===== src/rtl/evtcomb_pkg.sv =====
package evtcomb_pkg;
   localparam int KIND_W = 3;

   typedef enum logic [KIND_W-1:0] {
      K_FLAG  = 3'd0,
      K_SET   = 3'd1,
      K_CLR   = 3'd2,
      K_IMASK = 3'd3,
      K_IVIEW = 3'd4,
      K_XMASK = 3'd5,
      K_XVIEW = 3'd6,
      K_RSVD  = 3'd7
   } reg_kind_e;
endpackage


===== src/rtl/evtcomb_group.sv =====
module evtcomb_group #(
   parameter int GROUP_W = 32
) (
   input  logic               clk,
   input  logic               rst_n,
   input  logic [GROUP_W-1:0] evt,
   input  logic [GROUP_W-1:0] wdata,
   input  logic               wr_set,
   input  logic               wr_clr,
   input  logic               wr_imask,
   input  logic               wr_xmask,
   output logic [GROUP_W-1:0] flags,
   output logic [GROUP_W-1:0] imask,
   output logic [GROUP_W-1:0] xmask,
   output logic [GROUP_W-1:0] ivw,
   output logic [GROUP_W-1:0] xvw,
   output logic               irq,
   output logic               xany
);
   logic [GROUP_W-1:0] set_vec, clr_vec;

   always_comb begin
      set_vec = wr_set ? wdata : '0;
      clr_vec = wr_clr ? wdata : '0;
   end

   // Clear is applied first, then set and events OR in: a colliding event survives.
   always_ff @(posedge clk or negedge rst_n) begin
      if (!rst_n) begin
         flags <= '0;
         imask <= '1;
         xmask <= '1;
      end else begin
         flags <= (flags & ~clr_vec) | set_vec | evt;
         if (wr_imask) imask <= wdata;
         if (wr_xmask) xmask <= wdata;
      end
   end

   always_comb begin
      ivw  = flags & ~imask;
      xvw  = flags & ~xmask;
      irq  = |ivw;
      xany = |xvw;
   end

   assert_sticky_R1: assert property (@(posedge clk) disable iff (!rst_n)
      (!wr_set && !wr_clr && evt == '0) |=> (flags == $past(flags)));

   assert_set_wins_R8: assert property (@(posedge clk) disable iff (!rst_n)
      (evt != '0) |=> ((flags & $past(evt)) == $past(evt)));

   assert_w1c_R3: assert property (@(posedge clk) disable iff (!rst_n)
      wr_clr |=> ((flags & $past(wdata) & ~$past(evt)) == '0));

   assert_mask_wr_R4: assert property (@(posedge clk) disable iff (!rst_n)
      (wr_imask && !wr_xmask) |=> (imask == $past(wdata) && xmask == $past(xmask)));
endmodule


===== src/rtl/evtcomb_rdmux.sv =====
module evtcomb_rdmux
   import evtcomb_pkg::*;
#(
   parameter int NUM_GROUPS = 4,
   parameter int GROUP_W    = 32,
   localparam int GRP_W     = $clog2(NUM_GROUPS),
   localparam int TOT_W     = NUM_GROUPS * GROUP_W
) (
   input  logic               clk,
   input  logic               rst_n,
   input  logic               rd_en,
   input  reg_kind_e          rd_kind,
   input  logic [GRP_W-1:0]   rd_grp,
   input  logic [TOT_W-1:0]   flags_all,
   input  logic [TOT_W-1:0]   imask_all,
   input  logic [TOT_W-1:0]   ivw_all,
   input  logic [TOT_W-1:0]   xmask_all,
   input  logic [TOT_W-1:0]   xvw_all,
   output logic [GROUP_W-1:0] rd_data
);
   logic [GROUP_W-1:0] sel;
   int unsigned        base;

   always_comb begin
      base = 32'(rd_grp) * GROUP_W;
      unique case (rd_kind)
         K_FLAG:  sel = flags_all[base +: GROUP_W];
         K_IMASK: sel = imask_all[base +: GROUP_W];
         K_IVIEW: sel = ivw_all[base +: GROUP_W];
         K_XMASK: sel = xmask_all[base +: GROUP_W];
         K_XVIEW: sel = xvw_all[base +: GROUP_W];
         default: sel = '0;
      endcase
   end

   always_ff @(posedge clk or negedge rst_n) begin
      if (!rst_n)     rd_data <= '0;
      else if (rd_en) rd_data <= sel;
   end

   assert_wo_reads_zero_R9: assert property (@(posedge clk) disable iff (!rst_n)
      (rd_en && (rd_kind == K_SET || rd_kind == K_CLR || rd_kind == K_RSVD))
      |=> (rd_data == '0));
endmodule


===== src/rtl/evtcomb_top.sv =====
module evtcomb_top
   import evtcomb_pkg::*;
#(
   parameter int NUM_GROUPS = 4,
   parameter int GROUP_W    = 32,
   localparam int GRP_W     = $clog2(NUM_GROUPS),
   localparam int ADDR_W    = KIND_W + GRP_W,
   localparam int TOT_W     = NUM_GROUPS * GROUP_W
) (
   input  logic                  clk,
   input  logic                  rst_n,
   input  logic [TOT_W-1:0]      evt_in,
   input  logic                  wr_en,
   input  logic [ADDR_W-1:0]     wr_addr,
   input  logic [GROUP_W-1:0]    wr_data,
   input  logic                  rd_en,
   input  logic [ADDR_W-1:0]     rd_addr,
   output logic [GROUP_W-1:0]    rd_data,
   output logic [NUM_GROUPS-1:0] grp_irq,
   output logic                  exc_irq
);
   if (NUM_GROUPS < 2 || (NUM_GROUPS & (NUM_GROUPS - 1)) != 0) begin : g_bad_groups
      $error("NUM_GROUPS must be a power of two, at least 2");
   end
   if (GROUP_W < 1) begin : g_bad_width
      $error("GROUP_W must be positive");
   end

   reg_kind_e        wr_kind, rd_kind;
   logic [GRP_W-1:0] wr_grp, rd_grp;

   always_comb begin
      wr_kind = reg_kind_e'(wr_addr[ADDR_W-1 -: KIND_W]);
      wr_grp  = wr_addr[GRP_W-1:0];
      rd_kind = reg_kind_e'(rd_addr[ADDR_W-1 -: KIND_W]);
      rd_grp  = rd_addr[GRP_W-1:0];
   end

   logic [TOT_W-1:0]      flags_all, imask_all, xmask_all, ivw_all, xvw_all;
   logic [NUM_GROUPS-1:0] xany;

   for (genvar g = 0; g < NUM_GROUPS; g++) begin : g_grp
      logic hit;
      assign hit = wr_en && (wr_grp == GRP_W'(g));

      evtcomb_group #(.GROUP_W(GROUP_W)) u_grp (
         .clk      (clk),
         .rst_n    (rst_n),
         .evt      (evt_in[g*GROUP_W +: GROUP_W]),
         .wdata    (wr_data),
         .wr_set   (hit && wr_kind == K_SET),
         .wr_clr   (hit && wr_kind == K_CLR),
         .wr_imask (hit && wr_kind == K_IMASK),
         .wr_xmask (hit && wr_kind == K_XMASK),
         .flags    (flags_all[g*GROUP_W +: GROUP_W]),
         .imask    (imask_all[g*GROUP_W +: GROUP_W]),
         .xmask    (xmask_all[g*GROUP_W +: GROUP_W]),
         .ivw      (ivw_all[g*GROUP_W +: GROUP_W]),
         .xvw      (xvw_all[g*GROUP_W +: GROUP_W]),
         .irq      (grp_irq[g]),
         .xany     (xany[g])
      );
   end

   assign exc_irq = |xany;

   evtcomb_rdmux #(.NUM_GROUPS(NUM_GROUPS), .GROUP_W(GROUP_W)) u_rd (
      .clk       (clk),
      .rst_n     (rst_n),
      .rd_en     (rd_en),
      .rd_kind   (rd_kind),
      .rd_grp    (rd_grp),
      .flags_all (flags_all),
      .imask_all (imask_all),
      .ivw_all   (ivw_all),
      .xmask_all (xmask_all),
      .xvw_all   (xvw_all),
      .rd_data   (rd_data)
   );
endmodule


===== config.mk =====
export PLATFORM = sky130hd
export DESIGN_NAME = evtcomb_top
export DESIGN_NICKNAME = d
export VERILOG_FILES = /design/src/rtl/evtcomb_pkg.sv /design/src/rtl/evtcomb_group.sv /design/src/rtl/evtcomb_rdmux.sv /design/src/rtl/evtcomb_top.sv
export SDC_FILE = /design/constraint.sdc
export NUM_CORES = 1
export LEC_CHECK = 0
export ABC_AREA = 1
export BUFFER_PORTS_ARGS = -buffer_cell sky130_fd_sc_hd__buf_2
export CAP_MARGIN = 30
export CORE_MARGIN = 4
export CORE_UTILIZATION = 25
export CTS_CLUSTER_SIZE = 20
export DETAILED_ROUTE_END_ITERATION = 8
export PLACE_DENSITY_LB_ADDON = 0.12
export SETUP_SLACK_MARGIN = 0.5
export SLEW_MARGIN = 40
export SYNTH_ARGS = -nofsm -noshare
export SYNTH_HDL_FRONTEND = slang
export SYNTH_SLANG_ARGS = --single-unit

===== constraint.sdc =====
create_clock -name clk -period 1.5 [get_ports clk]
set_input_delay 0.3 -clock clk [delete_from_list [all_inputs] [get_ports clk]]
set_output_delay 0.3 -clock clk [all_outputs]
set_load 0.03 [all_outputs]

==> results of run 1 <==
## area by class of cell
| cell class | count | area [sq um] | area share, % |
|---|---|---|---|
| multi-input combinational | 2693 | 14040 | 34.63 |
| timing repair buffer | 1150 | 11070 | 27.30 |
| sequential | 416 | 10750 | 26.51 |
| tap | 1287 | 1610 | 3.972 |
| clock buffer | 69 | 1446 | 3.568 |
| inverter | 323 | 1252 | 3.090 |
| clock inverter | 28 | 355.3 | 0.8766 |
| antenna | 5 | 12.51 | 0.03087 |
| timing repair inverter | 1 | 7.507 | 0.01852 |
## power groups by stage
stage	logic [mW]	registers [mW]	clock network, mW
finish	12.9	14.7	13.8
global route	13.8	14.9	14.4
CTS	12.0	14.7	14.0
detailed placement	10.7	14.7	0
global placement	10.7	14.7	0
floorplan	4.16	14.9	0
## cells in the final DEF, fill, tap and decap left out, types with 16 or more instances in the layout
cell	instances
buf_2	162
clkbuf_16	69
a21oi_2	20
dfstp_2	256
nor2_4	34
nand4_1	229
inv_2	68
nor2_2	51
nand2_2	133
buf_6	119
nand3b_1	67
inv_1	243
dlygate4sd3_1	161
clkinv_2	16
o21ai_2	44
buf_4	557
nand3_2	33
o21ai_1	78
nand2_4	39
buf_12	118
a21oi_1	86
nand2_1	886
nor2_1	432
nand3_1	96
dfrtp_1	147
o21ai_0	375
## through the flow
| stage | instances | util, % | power (mW) | setup WS, ns | hold slack [ns] |
|---|---|---|---|---|---|
| after global routing | 5968 | 40.94 | 43.14 | -1.290 | 0.01703 |
| after CTS | 5914 | 39.14 | 40.70 | -1.352 | 0.002163 |
| after floorplan | 3688 | - | 19.10 | -0.06391 | 0.004409 |
| after global placement | 5608 | 33.65 | 25.33 | -1.243 | 0.1806 |
| final | 5972 | 40.95 | 41.41 | -1.229 | 0.02529 |
| after detailed placement | 5608 | 33.65 | 25.34 | -1.125 | 0.1831 |
## routing by layer
layer  track usage [%]  wire (um)
met4             7.674       5306
met3             3.653      11660
met5                 0         17
met1             37.92      68950
met2             43.46      70680
## synth_stat cells
master	instances
inv_1	319
o22ai_1	7
dfstp_2	256
buf_4	9
nand4_1	229
nand3b_1	67
and2_0	1
buf_2	37
nor3b_1	15
nand2_2	4
nor2_1	516
clkbuf_1	187
o2111ai_1	6
nand3_1	138
dfrtp_1	160
nand3_2	2
o21ai_0	500
nor4_4	1
buf_1	23
nor2_4	1
inv_2	4
nor3_1	27
a21oi_1	110
nor4_1	11
nand2_1	1057
nor3_2	1
## logic make-up after synthesis
kind of cell / count (synthesis) / share of synthesized area [%]
AOI/OAI and AO/OA: 623 / 12.56
buffers and inverters: 579 / 8.987
and+or+nand+nor: 2070 / 35.66
DFF: 416 / 42.79
## worst max-delay path, stage by stage, from the launching register on
cell,delay (ns)
dfstp_2,0.53
inv_2,0.03
nand2_2,0.07
nand2_2,0.08
nor3b_4,0.31
buf_4,0.18
nand2_2,0.04
nor2_2,0.10
nand2_1,0.07
nor2_2,0.15
nand2_4,0.10
buf_6,0.15
## worst min path at each step
stage / cells after the start / startpoint / end
finish: 3 / evt_in[0] / g_grp[0].u_grp.flags[0]
global route: 3 / wr_data[31] / g_grp[3].u_grp.xmask[31]
CTS: 3 / wr_data[30] / g_grp[3].u_grp.flags[30]
detailed placement: 1 / rst_n / g_grp[3].u_grp.flags[10]
global placement: 1 / rst_n / g_grp[3].u_grp.flags[10]
floorplan: 0 / rst_n / g_grp[0].u_grp.flags[0]
## sequential cells by signal (all words and copies together) (netlist names)
name,cells
g_grp.u_grp.imask,128
g_grp.u_grp.flags,128
u_rd.rd_data,32
g_grp.u_grp.xmask,128
## repair_timing
item / in CTS / in global routing
hold endpoints to repair: 210 / 0
gates resized for setup: 517 / 352
pin swaps: 158 / 166
gates cloned: 5 / 24
setup buffers: 43 / 29
hold buffers: 161 / 0
setup endpoints to repair: 115 / 403
==> flow_summary_export.csv, run 1 <==
group,metric,value,unit
setup_path,cp.required,1.20,ns
timing,worstMarginPinSlew,0.8832,ns
timing,fin_ws,-1.229,ns
timing,rsz0062_at_grt,"yes",
hold_path,min_path_type,"input port to flip-flop",
detailed_routing,routed_wirelength,156600,um
global_route,grt_pass1_wl,210500,um
global_route,grt_max_degree,65,
detailed_routing,post_drt_via_cell_ratio,5.092,
pwr,p_int,27.55,mW
setup_path,crit_start,"g_grp[0].u_grp.xmask[2]",
yosys,yosys_warnings,0,
run_status,status,"finished, violations left",
place,detailed_place_hpwl,107300,um
pwr,p_sw,13.87,mW
setup_path,ff2ff_path_depth,10,
timing,clock_skew,0.01542,ns
pwr,pwr-share-comb,31.1,%
setup_path,cp-end-kind,"output port",
timing,setup-tns-final,-5.665,ns
cts,cts_tree,"yes",
place,dpl-instance-area,33310,sq um
yosys,netlist_top_cells_area,"dfstp_2 (27%), dfrtp_1 (16%), nand2_1 (16%), o21ai_0 (10%), nor2_1 (7.7%)",
yosys,yosys_register_bits,416,
timing,finalCritPeriodShare,181.9,%
detailed_routing,num_vias,30410,
pwr,leakagePower,18.84,nW
floorplanning,die-area,105400,sq um
setup_path,critPathKind,"flip-flop to output port",
yosys,syn_inst,3688,
cts,clock_latency,0.62,ns
pwr,seq_power_share,35.6,%
floorplanning,rows,115,
timing,final-setup-viol-count,8,
floorplanning,initial_core_util,25.33,%
detailed_routing,first_pass_iters,5,
yosys,synth_area,25070,sq um
detailed_routing,drc,0,
run_status,violations,"negative setup slack",
layout,fillers,10350,
setup_path,crit-reg2reg-launch,"g_grp[1].u_grp.imask[16]",
timing,slew_violations,0,
timing,max_slew_margin,40.50,%
pwr,swShare,33.48,%
cts,clk_pin_slew_worst_paths,0.06,ns
detailed_routing,ant_nets,0,
yosys,synth_top_cell_by_area,"dfstp_2",
pwr,power_density,1022,nW/um^2
cts,clock_sinks,416,
floorplanning,die_y,324.7,um
yosys,synth_area_per_cell,6.799,sq um
pwr,pwr-share-clk,33.3,%
setup_path,reg2reg_to,"u_rd.rd_data[16]",
setup_path,ff2ff_setup_slack,0,ns
pwr,ir_drop,0.7768,mV
setup_path,worstPathMaxFanout,2,
job,drv_cap,0,
cts,cts_made_buffers,53,
floorplanning,pin_count,211,
setup_path,crit_arrival,2.43,ns
yosys,synth_fp_nets,3862,
global_route,grt_pass1_vias,28900,
floorplanning,coreArea,98990,sq um
detailed_routing,drt_iter0_markers,2705,
floorplanning,die_w,324.7,um
yosys,yosysSeqAreaShare,42.79,%
global_route,grt.overflow.total,0,
global_route,grt_use_total,27.01,%
yosys,netlist-cell-type-count,26,
layout,drive_above_1_share,39.29,%
yosys,synth_top_area_share,26.83,%
layout,nNetsFinal,4812,
place,port_buffers,210,
cts,clockBufferDepth,3,
cts,htree_levels,2,
setup_path,startpoint_type,"flip-flop",
setup_path,cp-endpoint,"exc_irq",
detailed_routing,wl_per_cell,26.23,um
place,place_congestion,0.8977,
timing,finalHoldViolations,0,
layout,final_area,40540,sq um
timing,layout_min_cycle_time,2.729,ns
layout,area_growth_syn_to_layout,61.67,%
global_route,antenna_found_initial,11,
cts,cts_root_buf,"clkbuf_16",
timing,fmax,0.3665,GHz
(Power assumes the default switching activity.)
==> run 2: changes to the inputs <==
--- a/config.mk
+++ b/config.mk
@@ -17,4 +17,5 @@
 export SLEW_MARGIN = 40
 export SYNTH_ARGS = -nofsm -noshare
 export SYNTH_HDL_FRONTEND = slang
+export SYNTH_HIERARCHICAL = 1
 export SYNTH_SLANG_ARGS = --single-unit
==> constraint.sdc (replaced) <==
create_clock -name clk -period 2.7 [get_ports clk]
set_input_delay 0.54 -clock clk [delete_from_list [all_inputs] [get_ports clk]]
set_output_delay 0.54 -clock clk [all_outputs]
set_load 0.03 [all_outputs]
==> run 2 against run 1 <==
Compared with the run above:
- the flow still finishes with violations (negative setup slack)
- critical path depth is 1 lower
- power fell by 45%
- non-clock buffer count decreased by 713
- combinational power shrank 51%
- highest routed layer is now met4
==> flow_summary_export.csv, run 2 <==
group,metric,value,unit
yosys,syn_inst,4161,
pwr,power_density,658.9,nW/um^2
detailed_routing,ant_nets,0,
setup_path,reg2reg_to,"u_rd/rd_data[14]",
setup_path,path_buf_inv,2,
cts,cts_tree,"yes",
floorplanning,initial_core_util,25.16,%
timing,finalCritPeriodShare,102.6,%
place,detailed_place_hpwl,85170,um
yosys,synthTopCellsByCount,"nand2_1 (1278), inv_1 (708), nand4_1 (367), o21ai_0 (364), nor2_1 (329)",
setup_path,cp.required,2.16,ns
setup_path,ff2ff_setup_slack,0.14,ns
yosys,synth_fp_nets,4335,
yosys,netlist_top_cells_area,"dfstp_2 (25%), nand2_1 (18%), dfrtp_1 (15%), inv_1 (9.7%), nand4_1 (8.4%)",
detailed_routing,post_drt_via_cell_ratio,4.834,
layout,final_util,31.77,%
timing,finalHoldViolations,0,
cts,clock_sinks,416,
yosys,synth_area_per_cell,6.573,sq um
layout,fillers,11960,
cts,clock_latency,0.63,ns
detailed_routing,first_pass_iters,5,
floorplanning,die-area,114800,sq um
global_route,antenna_found_initial,4,
cts,htree_levels,2,
timing,worstMarginPinSlew,0.7184,ns
setup_path,cp-endpoint,"exc_irq",
setup_path,ff2ff_path_depth,22,
place,pre_cts_ws,0.2395,ns
timing,clock_skew,0.01571,ns
timing,layout_min_cycle_time,2.769,ns
global_route,grt_max_degree,99,
place,dpl-instance-area,30460,sq um
setup_path,crit-reg2reg-launch,"g_grp[0].u_grp/flags[14]",
yosys,synth_edf_count,0,
setup_path,startpoint_type,"flip-flop",
timing,slew_violations,0,
yosys,synth-main-ff-cell,"dfstp_2",
timing,max_slew_margin,52.10,%
cts,cts_root_buf,"clkbuf_16",
yosys,synth_area,27350,sq um
layout,diodes,0,
place,dp.cells,5627,
setup_path,critPathSlowestCell,"dfstp_2",
cts,clockBufferDepth,3,
pwr,leakagePower,17.78,nW
layout,reg.largest.list,"g_grp.u_grp/flags (128), g_grp.u_grp/imask (128), g_grp.u_grp/xmask (128)",
setup_path,critPathKind,"flip-flop to output port",
cts,cts_made_buffers,55,
detailed_routing,routed_wirelength,127800,um
yosys,yosysSeqAreaShare,39.23,%
floorplanning,coreArea,108700,sq um
setup_path,worst-path-stages,10,
timing,final-setup-viol-count,1,
setup_path,worstPathMaxFanout,2,
layout,final_common_cell,"nand2_1",
hold_path,min_path_type,"input port to flip-flop",
run_status,violations,"negative setup slack",
setup_path,worstPathCellList,"inv_1 -> nand2_1 -> nand2_1 -> nor2_1 -> nand2_2 -> nor2_2 -> nand2_2 -> nor2_4 -> nand2_4 -> buf_6",
detailed_routing,wl_per_cell,21.84,um
detailed_routing,drc,0,
job,drv_cap,0,
layout,final_area,34530,sq um
layout,mostFrequentLayoutCells,"nand2_1 (1160), inv_1 (657), nand4_1 (367)",
detailed_routing,num_vias,28280,
timing,fin_ws,-0.06888,ns
setup_path,cp-end-kind,"output port",
place,port_buffers,210,
yosys,synth_top_cell_by_area,"dfstp_2",
floorplanning,die_w,338.8,um
global_route,grt_pass1_wl,188200,um
setup_path,slowest_delay,0.53,ns
yosys,netlist-cell-type-count,21,
setup_path,critPathTopFamily,"simple AND/OR/NAND/NOR gates",
pwr,power,22.75,mW
cts,clk_pin_slew_worst_paths,0.06,ns
timing,rsz0062_at_grt,"yes",
global_route,grt_use_total,21.59,%
floorplanning,rows,121,
run_status,status,"finished, violations left",
setup_path,crit_start,"g_grp[1].u_grp/xmask[22]",
floorplanning,pin_count,211,
layout,drive_above_1_share,24.32,%
global_route,grt_pass1_vias,27660,
setup_path,crit_arrival,2.23,ns
layout,nNetsFinal,4565,
place,place_congestion,0.8265,
yosys,synth_top_area_share,24.59,%
timing,fmax,0.3612,GHz
layout,final_cells,5851,
global_route,grt.overflow.total,0,
layout,area_growth_syn_to_layout,26.26,%
hold_path,worstHoldPathCells,3,
detailed_routing,drt_iter0_markers,1934,
floorplanning,die_y,338.8,um
yosys,postSynth.asyncResetShare,100.0,%
yosys,synth.most_common_cell,"nand2_1",
yosys,yosys_warnings,6,
pwr,ir_drop,0.4418,mV
yosys,yosys_register_bits,416,
-- run 2: worst reg2reg max path: stages (launching register included) --
cell and delay (ns):
dfrtp_2 0.45, nand2_4 0.08, buf_6 0.12, buf_6 0.10
buf_6 0.10, buf_6 0.10, buf_6 0.10, buf_6 0.10
buf_6 0.10, buf_6 0.10, buf_6 0.10, buf_6 0.10
buf_6 0.10, buf_6 0.10, inv_2 0.03, nand4_1 0.08
nand2_1 0.12, nor2_2 0.04, nand3b_1 0.14, nand2_1 0.07
nand2_1 0.07, nand3_2 0.11, nand2_1 0.09
-- run 2: per-layer routing --
metal  wire, um  up-vias  GRT usage (%)
met5          0        -              0
met4       3975        0          6.160
met3       5458      197          2.281
met2      60570      773          36.50
met1      57790    13620          29.22
li1           -    13690              -
-- run 2: logic make-up (layout without fill, tap and decap cells) --
logic type | count (synthesis) | after routing | share of synthesized area, %
buffers and inverters | 975 | 1251 | 14.45
flip-flops | 416 | 416 | 39.23
multiplexers | 24 | 24 | 0.9882
AND/OR/NAND/NOR | 2234 | 2234 | 35.69
AO/OA/AOI/OAI | 512 | 512 | 9.644
-- run 2: layout make-up --
cell class              count  area, sq um  share of cell area [%]
multi-input cells        2770        13580                   39.31
flip-flops and latches    416        10740                   31.10
repair buffers            437         3855                   11.16
inverters                 711         2684                   7.772
well taps                1414         1769                   5.123
clock buffers              91         1744                   5.051
clock inverters            12        166.4                  0.4819
-- run 2: worst min path at each step --
stage	from	to	slack, ns
after floorplan	rst_n	g_grp[0].u_grp/flags[0]	0.24
after global placement	rst_n	g_grp[3].u_grp/flags[17]	0.41
after detailed placement	rst_n	g_grp[3].u_grp/flags[17]	0.40
after CTS	evt_in[76]	g_grp[2].u_grp/flags[12]	0.04
after global routing	evt_in[83]	g_grp[2].u_grp/flags[19]	0.07
final	evt_in[76]	g_grp[2].u_grp/flags[12]	0.09
-- run 2: repair_timing --
action / 4_1_cts / 5_1_grt
gates resized for setup: 240 / 210
setup endpoints to repair: 5 / 13
buffers inserted: 108 / 12
pin swaps: 118 / 88
cloned: 0 / 0
hold buffers: 1 / 0
hold endpoints to repair: 18 / 0
-- run 2: where the power goes --
| part | total (mW) | internal (mW) | switching (mW) |
|---|---|---|---|
| sequential | 8.51 | 7.87 | 0.644 |
| clock | 7.88 | 4.75 | 3.13 |
| combinational | 6.36 | 2.40 | 3.96 |
-- run 2: stage by stage --
stage / TNS, ns / hold slack [ns]
5_1_grt: -0.1877 / 0.07089
4_1_cts: -0.06911 / 0.04155
2_1_floorplan: 0 / 0.2444
3_5_place_dp: 0 / 0.4027
6_report: -0.06888 / 0.08855
3_3_place_gp: 0 / 0.4058
==> run 3: changes to the inputs <==
==> constraint.sdc (replaced) <==
create_clock -name clk -period 2.7 [get_ports clk]
set_input_delay 0.54 -clock clk [delete_from_list [all_inputs] [get_ports clk]]
set_output_delay 0.54 -clock clk [all_outputs]
set_load 0.02 [all_outputs]
==> run 3 against run 2 <==
Compared with the run above:
- the flow still finishes with violations (negative setup slack)
- register-to-register slack improved by 0.05 ns
- combinational power fell by 3.5%
- non-clock buffer count fell by 32
- global-route usage fell by 0.054 points
- worst hold slack got worse by 0.0012 ns
- clock-buffer cell count rose by 2
- sequential power barely moved
- largest power group unchanged
==> flow_summary_export.csv, run 3 (same netlist as run 2, synthesis figures left out) <==
group,metric,value,unit
setup_path,cp.required,2.16,ns
layout,final_cells,5820,
timing,fin_hold_ws,0.08734,ns
timing,slew_violations,0,
setup_path,ff2ff_path_depth,24,
setup_path,crit-reg2reg-launch,"g_grp[0].u_grp/xmask[26]",
timing,rsz0062_at_grt,"yes",
detailed_routing,drc,0,
place,place_congestion,0.8422,
floorplanning,die_y,338.8,um
timing,max_slew_margin,55.51,%
setup_path,critPathTopFamily,"simple AND/OR/NAND/NOR gates",
cts,clockBufferDepth,3,
setup_path,cp-end-kind,"output port",
detailed_routing,num_vias,27890,
global_route,antenna_found_initial,1,
timing,worstMarginPinSlew,0.6674,ns
cts,cts_made_buffers,55,
setup_path,ff2ff_setup_slack,0.19,ns
setup_path,cp-endpoint,"exc_irq",
global_route,grt_use_total,21.53,%
place,port_buffers,210,
setup_path,slowest_delay,0.54,ns
detailed_routing,post_drt_via_cell_ratio,4.793,
floorplanning,rows,121,
floorplanning,die-area,114800,sq um
job,drv_cap,0,
setup_path,worstPathCellList,"inv_2 -> nand2_2 -> nand2_1 -> nor2_2 -> nand2_4 -> nor2_2 -> nand2_2 -> nor2_4 -> nand2_4 -> buf_6",
layout,drive_above_1_share,24.99,%
pwr,ir_drop,0.4597,mV
setup_path,worstPathMaxFanout,2,
pwr,leakagePower,17.61,nW
cts,clk_pin_slew_worst_paths,0.06,ns
timing,finalHoldViolations,0,
place,detailed_place_hpwl,84860,um
global_route,grt_max_degree,90,
detailed_routing,first_pass_iters,6,
global_route,grt_pass1_vias,27250,
cts,cts_tree,"yes",
cts,cts_root_buf,"clkbuf_16",
global_route,grt_pass1_wl,186000,um
cts,htree_levels,2,
hold_path,min_path_type,"input port to flip-flop",
cts,clock_sinks,416,
setup_path,path_buf_inv,2,
layout,reg.largest.list,"g_grp.u_grp/flags (128), g_grp.u_grp/imask (128), g_grp.u_grp/xmask (128)",
timing,finalCritPeriodShare,102.5,%
floorplanning,coreArea,108700,sq um
setup_path,critPathSlowestCell,"dfstp_2",
detailed_routing,drt_iter0_markers,1974,
layout,nNetsFinal,4533,
floorplanning,initial_core_util,25.16,%
run_status,violations,"negative setup slack",
floorplanning,die_w,338.8,um
timing,clock_skew,0.01766,ns
detailed_routing,ant_nets,0,
setup_path,worst-path-stages,10,
run_status,status,"finished, violations left",
setup_path,critPathKind,"flip-flop to output port",
setup_path,reg2reg_to,"u_rd/rd_data[26]",
floorplanning,pin_count,211,
detailed_routing,wl_per_cell,21.89,um
detailed_routing,routed_wirelength,127400,um
global_route,grt.overflow.total,0,
setup_path,startpoint_type,"flip-flop",
setup_path,crit_arrival,2.23,ns
setup_path,crit_start,"g_grp[1].u_grp/xmask[23]",
timing,layout_min_cycle_time,2.767,ns
timing,final-setup-viol-count,1,
cts,clock_latency,0.63,ns
place,dp.cells,5626,
layout,mostFrequentLayoutCells,"nand2_1 (1104), inv_1 (661), nand4_1 (367)",
pwr,power_density,649.9,nW/um^2
layout,area_growth_syn_to_layout,25.31,%
timing,fin_ws,-0.06696,ns
timing,fmax,0.3614,GHz
layout,final_common_cell,"nand2_1",
==> run 3: cell type report <==
type	count	area, sq um
multi-input combinational	2770	13790
inverter	711	2671
antenna	1	2.502
sequential	416	10740
clock inverter	10	103.9
clock buffer	93	1732
fill	11990	74430
timing repair buffer	405	3466
tap	1414	1769
==> run 3: timing repair <==
item,in CTS,in global routing
setup endpoints to repair,5,11
gates resized for setup,217,255
hold endpoints to repair,22,0
pin swaps,108,119
buffers inserted,72,17
hold buffers,1,0
gates cloned,0,0
==> run 3: worst min path at each step <==
stage | depth (start not counted) | start | slack, ns | endpoint
floorplan | 0 | rst_n | 0.24 | g_grp[0].u_grp/flags[0]
global placement | 2 | u_rd/rd_data[12] | 0.46 | u_rd/rd_data[12]
detailed placement | 2 | u_rd/rd_data[12] | 0.46 | u_rd/rd_data[12]
CTS | 3 | evt_in[85] | 0.03 | g_grp[2].u_grp/flags[21]
global route | 3 | evt_in[85] | 0.06 | g_grp[2].u_grp/flags[21]
finish | 3 | evt_in[71] | 0.09 | g_grp[2].u_grp/flags[7]
==> run 3: worst reg2reg max path, stage by stage, from the launching register on <==
cell	delay (ns)
dfstp_2	0.37
inv_2	0.05
nand2_2	0.06
buf_6	0.12
buf_6	0.10
buf_6	0.10
buf_6	0.10
buf_6	0.10
buf_6	0.10
buf_6	0.10
buf_6	0.10
buf_6	0.10
buf_6	0.10
buf_6	0.10
buf_6	0.10
buf_6	0.10
inv_2	0.04
nand4_1	0.09
nand2_1	0.11
nor2_1	0.06
nand3_2	0.09
nand2_1	0.06
nand2_1	0.05
nand3_1	0.07
nand2_1	0.08
==> run 3: stage by stage <==
stage / power [mW] / cell area, sq um / setup WS, ns / TNS, ns / utilization (%)
2_1_floorplan: 11.53 / 27350 / 0.8886 / 0 / -
5_1_grt: 23.61 / 34270 / -0.1319 / -0.1319 / 31.53
3_3_place_gp: 13.53 / 30470 / 0.1553 / 0 / 28.03
6_report: 22.27 / 34270 / -0.06696 / -0.06696 / 31.53
4_1_cts: 21.97 / 33390 / -0.1066 / -0.1066 / 30.72
3_5_place_dp: 13.53 / 30470 / 0.1801 / 0 / 28.03
==> run 3: power breakdown <==
group / switching [mW] / internal [mW]
clock: 3.10 / 4.51
sequential: 0.646 / 7.87
combinational: 3.92 / 2.23
==> run 3: routing by layer <==
metal | part of all wire [%] | up-vias | track usage (%)
met5 | 0 | - | 0
met4 | 3.3 | 0 | 6.508
met1 | 46 | 13450 | 29.27
met2 | 47 | 686 | 36.21
li1 | - | 13600 | -
met3 | 4.0 | 152 | 2.107
